==> src/rtl/dualfmt_fetch_ctl.sv <==
module dualfmt_fetch_ctl #(
  parameter int PCW = 16,
  parameter int LCW = 16,
  parameter int RSD = 8
) (
  input  logic           clk,
  input  logic           rst_n,
  input  logic           wide_mode,
  output logic [PCW-2:0] imem_addr,
  input  logic [31:0]    imem_rdata,
  input  logic           flag_early,
  input  logic           flag_late,
  input  logic           wake,
  output logic           dec_valid,
  output logic [PCW-1:0] dec_pc,
  output logic [31:0]    dec_instr,
  output logic           rs_err
);
  localparam int SPW = $clog2(RSD + 1);
  localparam int IW  = (RSD > 1) ? $clog2(RSD) : 1;
  localparam logic [2:0] OP_JMP = 3'd0, OP_CALL = 3'd1, OP_RET = 3'd2,
                         OP_SLEEP = 3'd3, OP_LDLC = 3'd4;
  localparam logic [1:0] C_ALW = 2'd0, C_CNT = 2'd1, C_ERL = 2'd2, C_LATE = 2'd3;

  logic [PCW-1:0] pc_f, pc_d;
  logic           vld_d;
  logic [31:0]    ir_d;
  logic           sleep_q, lp_valid;
  logic [2:0]     lp_op;
  logic [PCW-1:0] lp_target, lp_link;
  logic [LCW-1:0] lc;
  logic [PCW-1:0] stk [RSD];
  logic [SPW-1:0] sp;
  logic           err_q;

  wire [PCW-1:0] step = wide_mode ? PCW'(2) : PCW'(1);

  assign imem_addr = pc_f[PCW-1:1];
  wire [31:0] fetched = wide_mode ? imem_rdata
                      : {16'h0, pc_f[0] ? imem_rdata[15:0] : imem_rdata[31:16]};

  wire       is_ctrl = vld_d && ((wide_mode ? ir_d[31:29] : ir_d[15:13]) == 3'b111);
  wire [2:0] op  = wide_mode ? ir_d[28:26] : ir_d[12:10];
  wire [1:0] cnd = wide_mode ? ir_d[25:24] : ir_d[9:8];
  wire       xfer = (op == OP_JMP) || (op == OP_CALL) || (op == OP_RET);

  wire [PCW-1:0] off = wide_mode ? PCW'($signed(ir_d[15:0]))
                                 : PCW'($signed(ir_d[7:0])) + PCW'(1);
  wire [PCW-1:0] d_target = pc_d + off;
  wire [PCW-1:0] d_link   = pc_d + step;
  wire [LCW-1:0] lc_imm   = wide_mode ? LCW'(ir_d[15:0]) : LCW'(ir_d[7:0]);

  logic cond_now;
  always_comb begin
    case (cnd)
      C_ALW:   cond_now = 1'b1;
      C_CNT:   cond_now = (lc != '0);
      C_ERL:   cond_now = flag_early;
      default: cond_now = 1'b0;
    endcase
  end

  wire is_late   = is_ctrl && xfer && (cnd == C_LATE);
  wire taken_now = is_ctrl && xfer && (cnd != C_LATE) && cond_now;
  wire is_sleep  = is_ctrl && (op == OP_SLEEP);
  wire is_ldlc   = is_ctrl && (op == OP_LDLC);

  wire           go       = lp_valid ? flag_late : taken_now;
  wire [2:0]     r_op     = lp_valid ? lp_op : op;
  wire [PCW-1:0] r_target = lp_valid ? lp_target : d_target;
  wire [PCW-1:0] r_link   = lp_valid ? lp_link : d_link;

  wire stk_full  = (sp == SPW'(RSD));
  wire stk_empty = (sp == '0);
  wire do_call   = go && (r_op == OP_CALL);
  wire do_ret    = go && (r_op == OP_RET);
  wire redirect  = go && !(r_op == OP_RET && stk_empty);
  wire [PCW-1:0] stk_top = stk[IW'(sp - SPW'(1))];
  wire [PCW-1:0] next_tgt = (r_op == OP_RET) ? stk_top : r_target;

  always_ff @(posedge clk) begin
    if (!rst_n) begin
      pc_f      <= '0;
      pc_d      <= '0;
      vld_d     <= 1'b0;
      ir_d      <= '0;
      sleep_q   <= 1'b0;
      lp_valid  <= 1'b0;
      lp_op     <= '0;
      lp_target <= '0;
      lp_link   <= '0;
      lc        <= '0;
      sp        <= '0;
      err_q     <= 1'b0;
    end else begin
      lp_valid <= 1'b0;
      if (sleep_q && !wake) begin
        vld_d <= 1'b0;
      end else if (redirect) begin
        pc_f  <= next_tgt;
        vld_d <= 1'b0;
      end else if (is_late) begin
        vld_d     <= 1'b0;
        lp_valid  <= 1'b1;
        lp_op     <= op;
        lp_target <= d_target;
        lp_link   <= d_link;
      end else if (is_sleep) begin
        sleep_q <= 1'b1;
        vld_d   <= 1'b0;
      end else begin
        sleep_q <= 1'b0;
        pc_f    <= pc_f + step;
        pc_d    <= pc_f;
        ir_d    <= fetched;
        vld_d   <= 1'b1;
      end

      if (is_ldlc)
        lc <= lc_imm;
      else if (taken_now && cnd == C_CNT)
        lc <= lc - LCW'(1);

      if (do_call) begin
        if (stk_full) err_q <= 1'b1;
        else          sp <= sp + SPW'(1);
      end else if (do_ret) begin
        if (stk_empty) err_q <= 1'b1;
        else           sp <= sp - SPW'(1);
      end
    end
  end

  always_ff @(posedge clk) begin
    if (rst_n && do_call && !stk_full)
      stk[IW'(sp)] <= r_link;
  end

  assign dec_valid = vld_d;
  assign dec_pc    = pc_d;
  assign dec_instr = ir_d;
  assign rs_err    = err_q;
endmodule

==> config.mk <==
export PLATFORM = sky130hd
export DESIGN_NAME = dualfmt_fetch_ctl
export DESIGN_NICKNAME = d
export VERILOG_FILES = /design/src/rtl/dualfmt_fetch_ctl.sv
export SDC_FILE = /design/constraint.sdc
export NUM_CORES = 1
export LEC_CHECK = 0
export BUFFER_PORTS_ARGS = -buffer_cell sky130_fd_sc_hd__buf_4
export CORE_UTILIZATION = 45
export CTS_CLUSTER_SIZE = 25
export DETAILED_ROUTE_END_ITERATION = 6
export PLACE_DENSITY_LB_ADDON = 0.2
export SYNTH_ARGS = -nofsm -noshare
export SYNTH_HDL_FRONTEND = slang
export SYNTH_SLANG_ARGS = --single-unit
==> constraint.sdc <==
create_clock -name clk -period 4.4 [get_ports clk]
set_input_delay 0.22 -clock clk [delete_from_list [all_inputs] [get_ports clk]]
set_output_delay 0.22 -clock clk [all_outputs]
set_load 0.05 [all_outputs]
==> results.sh, run 1 <==
export IMPL_leakagePower_nw=5.449
export IMPL_timing_critical_path_required_ns=4.89
export IMPL_slew_viol_final=0
export IMPL_placement_rows=60
export IMPL_syn_cell_area_mm2=0.01262
export IMPL_synthesis_yosys_warnings=0
export IMPL_worst_max_slew_pin_slew_ns=1.024
export IMPL_postSynthRegisterBits=251
export IMPL_drtPass1Iterations=7
export IMPL_peakVddDrop_mv=0.2661
export IMPL_post_route_cells_drive_above_1_share_pct=19.47
export IMPL_rsz0062_at_grt="false"
export IMPL_share_of_synthesized_registers_carrying_an_async_set_or_reset_pct=0
export IMPL_hpwl_after_detailed_placement_um=24650
export IMPL_clock_skew_final_ns=0.01122
export IMPL_postSynthNetCount=1271
export IMPL_timing_slew_headroom_pct=31.51
export IMPL_placement_io_buffers=102
export IMPL_timing_critical_path_to_type="register"
export IMPL_drt_wirelength_per_cell_um=21.15
export IMPL_synth_cells=1205
export IMPL_detail_route_drc_violations=0
export IMPL_tritoncts="yes"
export IMPL_floorplan_core_area_mm2=0.02725
export IMPL_initial_core_util_pct=46.30
export IMPL_setup_worst_path_class="reg2reg"
export IMPL_fin_crit_sh_pct=83.39
export IMPL_insertion_delay_ns=0.55
export IMPL_detailroute_via_count=9961
export IMPL_yosysUniqueCellTypes=86
export IMPL_worst_hold_path_type="in2reg"
export IMPL_clk_transition_reported_paths_ns=0.06
export IMPL_pin_count_of_the_biggest_net_entering_global_routing=65
export IMPL_first_global_vias=9471
export IMPL_fillCellCount=2395
export IMPL_avgViaCountPerCell=5.853
export IMPL_num_nets_final=1378
export IMPL_pwr_density_cell_mw_per_mm2=349.1
export IMPL_crit_arrival_ns=4.16
export IMPL_setup_viol_count_final=0
export IMPL_area_growth_pct=17.79
export IMPL_finalWeightedCongestion=0.8953
export IMPL_finalWirelength_um=35990
export IMPL_max_cap_violations=0
export IMPL_stdcell_area_mm2=0.01486
export IMPL_finalWorstPathRequiredPeriod_ns=3.669
export IMPL_antenna_cells=0
export IMPL_critical_path_peak_fanout=64
export IMPL_most_common_layout_cells="nand2_1 (189), buf_4 (134), edfxtp_1 (128), dfxtp_1 (122), a21oi_1 (99)"
export IMPL_overflow=0
export IMPL_wire_length_of_the_first_global_routing_pass_um=55880
export IMPL_clock_tree_buffer_depth=3
export IMPL_clock_root_buffer="clkbuf_16"
export IMPL_antenna_left=0
export IMPL_cts_resized=0
export IMPL_dieHeight_um=169.5
export IMPL_track_usage_pct=25.25
export IMPL_synth_area_per_cell_um2=10.47
export IMPL_synth_main_ff_cell="edfxtp_1"
export IMPL_first_iter_violations=996
export IMPL_crit_path_start_kind="register"
export IMPL_layout_cells_most_common="nand2_1"
export IMPL_placed_area_mm2=0.01371
export IMPL_setup_tns_final_ns=0
export IMPL_run_status="complete, no violations"
export IMPL_die_area_mm2=0.02872
export IMPL_seq_area_frac_synth_pct=49.98
export IMPL_antenna_found_initial=0
export IMPL_max_freq_mhz=272.5
export IMPL_cts_htree_levels=1
export IMPL_number_of_cts_inserted_buffers=27
export IMPL_synth_edf_count=128
export IMPL_hold_violations=0
export IMPL_die_width_um=169.5
export IMPL_numClockSinks=251
export IMPL_io_pins=103
## through the flow
stage               total power, mW  hold WS [ns]  utilization, %  setup slack [ns]  instances
floorplan                     2.841        0.3791               -            0.3552       1205
global placement              2.998        0.4346           50.29             1.034       1624
detailed placement            2.998        0.4436           50.29            0.9931       1624
CTS                           5.225      0.003896           54.54            0.7998       1702
global route                  5.346       0.01187           54.54            0.4641       1702
finish                        5.189       0.03022           54.54            0.7306       1702
## final timing paths
path	slack [ns]	from	to	cells after the start
worst max-delay path	0.73	lc[10]	dec_instr[9]	10
worst min-delay path	0.03	imem_rdata[3]	dec_instr[3]	3
worst max register to register	0.73	lc[10]	dec_instr[9]	10
worst min register to register	0.45	lp_link[14]	lp_link[14]	2
## report_power, final
part           internal (mW)  switching, mW
Sequential              2.47         0.0534
Clock                   1.26          0.946
Combinational          0.165          0.289
## cell families (layout without fill, tap and decap cells)
kind of cell	count (synthesis)	after routing	synth area share, %
buffers and inverters	106	231	4.055
DFF	251	251	49.98
xor gates and xnor gates	40	40	2.776
adders and majority gates	28	28	2.955
muxes	68	68	8.736
AOI/OAI and AO/OA	278	278	14.74
and+or+nand+nor	434	434	16.77
## registers in the layout, summed over array words and instances, names as in the netlist
register / flops
rs_err: 1
dec_valid: 1
lp_valid: 1
lc: 16
dec_pc: 16
sleep_q: 1
stk: 128
dec_instr: 32
lp_link: 16
lp_op: 3
pc_f: 16
lp_target: 16
sp: 4
## worst max-delay path, cell delays in order (launching register included)
cell	delay, ns
dfxtp_1	0.35
or4_1	0.58
nor2_1	0.22
nand4_2	0.26
a31o_4	0.34
buf_4	0.21
a21oi_4	0.13
buf_4	0.54
nor2_1	0.08
a311oi_1	0.27
dlygate4sd3_1	0.60
## metal layers
layer	GRT usage, %	up-vias	wire, um
li1	-	4694	-
met1	37.03	4857	16790
met2	39.60	347	16380
met3	2.589	63	1814
met4	7.246	0	1002
met5	0	-	0
## what timing repair did
| item | in CTS | in global routing |
|---|---|---|
| endpoints found under the hold margin | 31 | 0 |
| hold buffers | 31 | 0 |
| buffers inserted | 0 | 0 |
## Yosys cell counts, drive strengths merged, types with 25 or more instances
library cell / number / area, um^2
clkbuf: 38 / 142.6
ha: 25 / 312.8
dfxtp: 123 / 2462
nand3: 45 / 230.2
edfxtp: 128 / 3844
buf: 49 / 297.8
o21ai: 48 / 244.0
a21oi: 102 / 525.5
mux4: 32 / 720.7
nand2: 190 / 715.7
a211oi: 27 / 215.2
nor2: 67 / 256.5
## cell type report
type | count | area (um^2) | area share [%]
multi-input combinational | 848 | 5854 | 39.39
sequential | 251 | 6307 | 42.44
clock buffer | 33 | 708.2 | 4.765
inverter | 19 | 72.57 | 0.4883
clock inverter | 14 | 138.9 | 0.9344
tap | 372 | 465.4 | 3.132
timing repair buffer | 165 | 1316 | 8.856
No activity file was read; power rests on OpenSTA's default activity.
==> run 2: changes to the inputs <==
ABC_AREA = 1   (was default)
clock period = 3.3 ns   (was 4.4 ns; I/O delays follow)
==> run 2 against run 1 <==
Effect of this change:
- sequential share of layout area down 0.85 points
- synthesized area up 1.7%
- count of clock-buffer cells in the layout unchanged
- final cell count up 23%
- utilization down 0.25 points
- non-clock buffer count up 7
- worst setup slack worse by 0.40 ns
- via count up 13%
- routed wire length up 8.4%
- global-route usage up 1.6 points
- worst hold slack worse by 0.012 ns
- critical path type unchanged
==> results.sh, run 2 <==
export IMPL_critical_path_peak_fanout=10
export IMPL_number_of_cts_inserted_buffers=27
export IMPL_fraction_of_the_mapped_netlist_area_in_compound_gates_pct=12.19
export IMPL_share_of_synthesized_registers_carrying_an_async_set_or_reset_pct=0
export IMPL_initial_core_util_pct=45.96
export IMPL_max_freq_mhz=336.4
export IMPL_ff_latch_area_mm2=0.006307
export IMPL_worst_max_slew_pin_slew_ns=1.095
export IMPL_die_width_um=170.9
export IMPL_first_global_vias=10290
export IMPL_largest_register_ffs=128
export IMPL_insertion_delay_ns=0.54
export IMPL_worstPathCellList="ha_1 -> nand2_1 -> nor2_1 -> nand2_1 -> nand2_2 -> o21ai_0 -> ha_2 -> nand2_1 -> nor2_1 -> and2_1 -> nand2_1 -> nand3_1 -> nand3_1 -> nand2_1 -> nand3_1 -> nand3_1 -> a21oi_1"
export IMPL_track_usage_pct=26.85
export IMPL_max_cap_violations=0
export IMPL_detail_route_drc_violations=0
export IMPL_overflow=0
export IMPL_dieHeight_um=170.9
export IMPL_worst_hold_path_type="in2reg"
export IMPL_setup_viol_count_final=0
export IMPL_timing_critical_path_required_ns=3.70
export IMPL_io_pins=103
export IMPL_synth_cells=1586
export IMPL_synth_adder_area_share_pct=2.904
export IMPL_avgViaCountPerCell=5.384
export IMPL_rsz0062_at_grt="false"
export IMPL_clk_transition_reported_paths_ns=0.07
export IMPL_critical_path_max_stage_delay_ns=0.47
export IMPL_layout_cells_most_common="nand2_1"
export IMPL_fin_crit_sh_pct=90.07
export IMPL_most_common_layout_cells="nand2_1 (395), inv_1 (145), nor2_1 (143), nand3_1 (138), buf_4 (137)"
export IMPL_hpwl_after_detailed_placement_um=26860
export IMPL_cp_buffers_inverters=0
export IMPL_antenna_found_initial=0
export IMPL_clock_skew_final_ns=0.01268
export IMPL_synth_mux_area_fraction_pct=1.248
export IMPL_yosysUniqueCellTypes=51
export IMPL_pwr_density_cell_mw_per_mm2=465.3
export IMPL_antenna_left=0
export IMPL_syn_cell_area_mm2=0.01284
export IMPL_synth_top_cells_by_area="edfxtp_1 (30%), dfxtp_1 (19%), nand2_1 (12%), nand3_1 (5.4%), o21ai_0 (5.0%)"
export IMPL_post_synth_xor_area_fraction_pct=2.729
export IMPL_timing_slew_headroom_pct=26.24
export IMPL_peakVddDrop_mv=0.3627
export IMPL_synth_main_ff_cell="edfxtp_1"
export IMPL_finalWeightedCongestion=0.9016
export IMPL_registers_top_by_ff_count="stk"
export IMPL_crit_path_start_kind="register"
export IMPL_synth_top_family_by_area="simple AND/OR/NAND/NOR gates"
export IMPL_finalWirelength_um=39030
export IMPL_detailroute_via_count=11280
export IMPL_finalWorstPathRequiredPeriod_ns=2.972
export IMPL_drtPass1Iterations=5
export IMPL_post_synth_top_area_fraction_pct=29.94
export IMPL_clock_tree_buffer_depth=3
export IMPL_antenna_cells=0
export IMPL_cell_internal_pwr_mw=5.303
export IMPL_tritoncts="yes"
export IMPL_power_net_switching_mw=1.755
export IMPL_yosys_cell_count_top_type="nand2_1"
export IMPL_num_nets_final=1764
export IMPL_timing_critical_path_to_type="register"
export IMPL_post_route_cells_drive_above_1_share_pct=12.11
export IMPL_synthesis_yosys_warnings=0
export IMPL_rr_worst_depth=17
export IMPL_worst_hold_path_num_cells=3
export IMPL_pin_count_of_the_biggest_net_entering_global_routing=72
export IMPL_synth_edf_count=128
export IMPL_floorplan_core_area_mm2=0.02793
export IMPL_area_of_the_multi_input_gates_mm2=0.005548
export IMPL_area_growth_pct=18.15
export IMPL_share_comb_of_total_power_pct=9.7
export IMPL_seq_area_frac_synth_pct=49.12
export IMPL_crit_arrival_ns=3.37
export IMPL_setup_tns_final_ns=0
export IMPL_placement_io_buffers=102
export IMPL_cts_htree_levels=1
export IMPL_hold_violations=0
export IMPL_fillCellCount=2651
export IMPL_postSynthNetCount=1652
export IMPL_final_core_util_pct=54.30
export IMPL_switching_share_pct=24.87
export IMPL_wire_length_of_the_first_global_routing_pass_um=59550
export IMPL_critical_path_slowest_cell="dfxtp_1"
export IMPL_tot_pwr_mw=7.058
export IMPL_clock_root_buffer="clkbuf_16"
export IMPL_setup_worst_path_class="reg2reg"
export IMPL_p_clk_share_pct=42.9
export IMPL_slew_viol_final=0
export IMPL_critical_path_top_cell_by_count="nand2_1"
export IMPL_drt_wirelength_per_cell_um=18.62
export IMPL_post_synth_top_area_cell="edfxtp_1"
export IMPL_die_area_mm2=0.02921
export IMPL_most_numerous_cell_types_in_the_synthesized_netlist="nand2_1 (396), inv_1 (145), nor2_1 (143)"
export IMPL_synth_area_per_cell_um2=8.094
export IMPL_seqPwrFrac_pct=47.5
export IMPL_postSynthRegisterBits=251
export IMPL_timing_critical_path_depth=17
export IMPL_placement_rows=61
export IMPL_leakagePower_nw=6.149
export IMPL_yosys_area_share_simple_pct=23.87
export IMPL_first_iter_violations=909
export IMPL_post_cts_setup_buffer_count=0
export IMPL_run_status="complete, no violations"
export IMPL_numClockSinks=251
export IMPL_family_with_the_most_delay_on_the_worst_path="simple AND/OR/NAND/NOR gates"
## run 2: changes by cell type after synthesis, sizes merged, moves of 32 or more
cell   change
o21ai    +101
inv      +129
nand3     +96
nand2    +209
mux4      -32
a21oi     -32
nor2      +79
## run 2: tightest hold or removal path, delay by kind of cell
family	cells	cell delay [ns]
buf+inv	1	0.21
simple gates	2	0.13
## run 2: cell type report
type / instances / area share, %
repair buffers: 172 / 9.157
multi-input cells: 1097 / 36.58
flip-flops and latches: 251 / 41.59
well taps: 378 / 3.118
clock buffers: 33 / 4.950
clock inverters: 16 / 0.9239
inverters: 149 / 3.688
## run 2: per-layer routing
layer	GRT usage, %	share of wire, %	vias to the layer above
li1	-	-	5523
met1	36.16	44	5283
met2	45.09	47	420
met3	4.118	7.2	58
met4	6.716	2.2	0
met5	0	0	-
## run 2: cells by family (layout without fill, tap and decap cells)
family | count (synthesis) | count (layout)
simple gates | 731 | 731
compound gates | 282 | 282
flops | 251 | 251
buf+inv | 238 | 370
xor+xnor | 40 | 40
fa+ha+maj | 28 | 28
mux | 16 | 16
## run 2: through the flow
step                worst slack, ns  hold slack, ns  instances  area (um^2)
floorplan                   -0.4758          0.3169       1586        12840
global placement             0.3301          0.4311       2013        13930
detailed placement           0.2886          0.4333       2013        13930
CTS                          0.2677        0.003876       2096        15160
global route                0.06336         0.01142       2096        15170
finish                       0.3277         0.01779       2096        15170
## run 2: path summary, 6_finish.rpt
kind | start | endpoint | slack (ns)
setup / recovery | dec_instr[1] | pc_f[14] | 0.33
hold / removal | rst_n | sp[0] | 0.02
setup reg to reg | dec_instr[1] | pc_f[14] | 0.33
hold reg to reg | lp_link[0] | lp_link[0] | 0.45
## run 2: power groups by stage
stage	Clock (mW)	Sequential, mW	Combinational [mW]
3_5_place_dp	0	3.42	0.638
4_1_cts	3.06	3.35	0.673
6_report	3.03	3.35	0.681
3_3_place_gp	0	3.42	0.638
2_1_floorplan	0	3.49	0.312
5_1_grt	3.19	3.35	0.732
## run 2: timing repair
item | 4_1_cts | 5_1_grt
hold buffers | 34 | 0
endpoints found under the setup margin | 0 | 2
endpoints found under the hold margin | 32 | 0
gates resized for setup | 0 | 3
==> run 3: changes to the inputs <==
ABC_AREA = default   (was 1)
==> run 3 against run 2 <==
Effect of this change:
- register-to-register slack got worse by 0.17 ns
- clock power rose by 2%
- clock skew down 0.0044 ns
==> results.sh, run 3 (same netlist as run 1, synthesis figures left out) <==
export IMPL_run_status="complete, no violations"
export IMPL_number_of_cts_inserted_buffers=28
export IMPL_max_freq_mhz=318.2
export IMPL_antenna_left=0
export IMPL_die_area_mm2=0.02872
export IMPL_most_common_layout_cells="nand2_1 (189), buf_4 (169), edfxtp_1 (128), dfxtp_1 (118), a21oi_1 (98)"
export IMPL_dieHeight_um=169.5
export IMPL_pwr_density_cell_mw_per_mm2=461.0
export IMPL_timing_critical_path_to_type="register"
export IMPL_cell_internal_pwr_mw=5.344
export IMPL_detailroute_via_count=10190
export IMPL_final_instance_count_excl_fill=1749
export IMPL_fin_hold_ws_ns=0.05286
export IMPL_avgViaCountPerCell=5.824
export IMPL_hpwl_after_detailed_placement_um=25460
export IMPL_first_iter_violations=1111
export IMPL_crit_path_start_kind="register"
export IMPL_cts_htree_levels=1
export IMPL_leakagePower_nw=5.713
export IMPL_rsz0062_at_grt="false"
export IMPL_setup_viol_count_final=0
export IMPL_insertion_delay_ns=0.55
export IMPL_worst_r2r_setup_slack_ns=0.16
export IMPL_power_net_switching_mw=1.739
export IMPL_placement_io_buffers=102
export IMPL_antenna_cells=0
export IMPL_layout_cells_most_common="nand2_1"
export IMPL_tritoncts="yes"
export IMPL_slew_viol_final=0
export IMPL_registers_top_by_ff_count="stk"
export IMPL_setup_worst_path_class="reg2reg"
export IMPL_area_growth_pct=21.78
export IMPL_first_global_vias=9831
export IMPL_rr_worst_depth=10
export IMPL_max_cap_violations=0
export IMPL_worst_hold_startpoint="rst_n"
export IMPL_timing_slew_headroom_pct=50.63
export IMPL_drt_wirelength_per_cell_um=21.00
export IMPL_placedCellCount=1665
export IMPL_ff_latch_area_mm2=0.006312
export IMPL_fin_crit_sh_pct=95.24
export IMPL_worst_hold_path_endpoint="lc[9]"
export IMPL_num_nets_final=1421
export IMPL_clock_skew_final_ns=0.008273
export IMPL_p_clk_share_pct=43.5
export IMPL_critical_path_reg2reg_startpoint="dec_instr[0]"
export IMPL_clk_transition_reported_paths_ns=0.06
export IMPL_area_of_the_multi_input_gates_mm2=0.005893
export IMPL_placement_rows=60
export IMPL_critical_path_peak_fanout=3
export IMPL_initial_core_util_pct=46.30
export IMPL_switching_share_pct=24.55
export IMPL_post_route_cells_drive_above_1_share_pct=22.37
export IMPL_clock_tree_buffer_depth=3
export IMPL_crit_arrival_ns=3.58
export IMPL_post_cts_setup_buffer_count=0
export IMPL_overflow=0
export IMPL_io_pins=103
export IMPL_finalWeightedCongestion=0.9532
export IMPL_floorplan_core_area_mm2=0.02725
export IMPL_worst_hold_path_type="in2reg"
export IMPL_timing_critical_path_required_ns=3.74
export IMPL_numClockSinks=251
export IMPL_share_comb_of_total_power_pct=9.3
export IMPL_antenna_found_initial=0
export IMPL_finalWirelength_um=36730
export IMPL_fillCellCount=2336
export IMPL_reg2reg_to="pc_f[12]"
export IMPL_peakVddDrop_mv=0.4439
export IMPL_finalWorstPathRequiredPeriod_ns=3.143
export IMPL_seqPwrFrac_pct=47.2
export IMPL_track_usage_pct=25.98
export IMPL_largest_register_ffs=128
export IMPL_wire_length_of_the_first_global_routing_pass_um=57350
export IMPL_worst_hold_path_num_cells=2
export IMPL_clock_root_buffer="clkbuf_16"
export IMPL_pin_count_of_the_biggest_net_entering_global_routing=52
export IMPL_hold_violations=0
export IMPL_drtPass1Iterations=7
export IMPL_detail_route_drc_violations=0
export IMPL_die_width_um=169.5
export IMPL_worst_max_slew_pin_slew_ns=0.7349
-- run 3: worst max-delay path by stage --
stage | startpoint | to | slack, ns | depth (start not counted)
after floorplan | dec_instr[30] | stk[0][0] | -0.17 | 8
after global placement | dec_instr[0] | pc_f[12] | 0.12 | 10
after detailed placement | dec_instr[0] | pc_f[12] | 0.14 | 10
after CTS | dec_instr[0] | pc_f[12] | 0.11 | 10
after global routing | dec_instr[0] | pc_f[14] | 0.04 | 13
final | dec_instr[0] | pc_f[12] | 0.16 | 10
-- run 3: worst max-delay path: stages (launching register included) --
cell      delay [ns]
dfxtp_2         0.32
ha_1            0.27
mux2_2          0.29
fa_1            0.46
a211oi_1        0.30
o21ai_1         0.18
a31o_2          0.26
a311o_1         0.40
mux2i_1         0.18
nor2_1          0.07
a221o_1         0.31
-- run 3: power by group through the flow --
stage | combinational (mW) | sequential (mW) | clock, mW
after CTS | 0.652 | 3.34 | 3.12
final | 0.660 | 3.34 | 3.08
after floorplan | 0.291 | 3.50 | 0
after detailed placement | 0.620 | 3.41 | 0
after global placement | 0.616 | 3.41 | 0
after global routing | 0.706 | 3.35 | 3.25
-- run 3: through the flow --
step                      util [%]  power (mW)  worst slack, ns  instance area [um^2]  setup TNS [ns]
after floorplan                  -       3.789          -0.1700                 12670          -7.254
after global placement       51.85       4.024           0.1239                 14130               0
after detailed placement     51.85       4.030           0.1381                 14130               0
after CTS                    56.37       7.118           0.1112                 15360               0
after global routing         56.39       7.302          0.04157                 15370               0
final                        56.39       7.083           0.1572                 15370               0
-- run 3: area by class of cell --
cell class,instances,area share (%)
Clock inverter,10,0.5781
Inverter,19,0.4723
Sequential cell,251,41.08
Tap cell,372,3.029
Timing Repair Buffer,207,11.12
Clock buffer,42,5.366
Multi-Input combinational cell,848,38.35
-- run 3: what timing repair did --
item	CTS	global route
endpoints found under the hold margin	32	0
hold buffers	32	0
setup endpoints to repair	0	1
gates resized for setup	0	2
-- run 3: per-layer routing --
layer  track usage, %  up-vias  wire length (um)
li1                 -     4781                 -
met1            37.84     4948             16880
met2            40.62      389             16670
met3            3.521       68              2259
met4            6.972        0               918
met5                0        -                 0
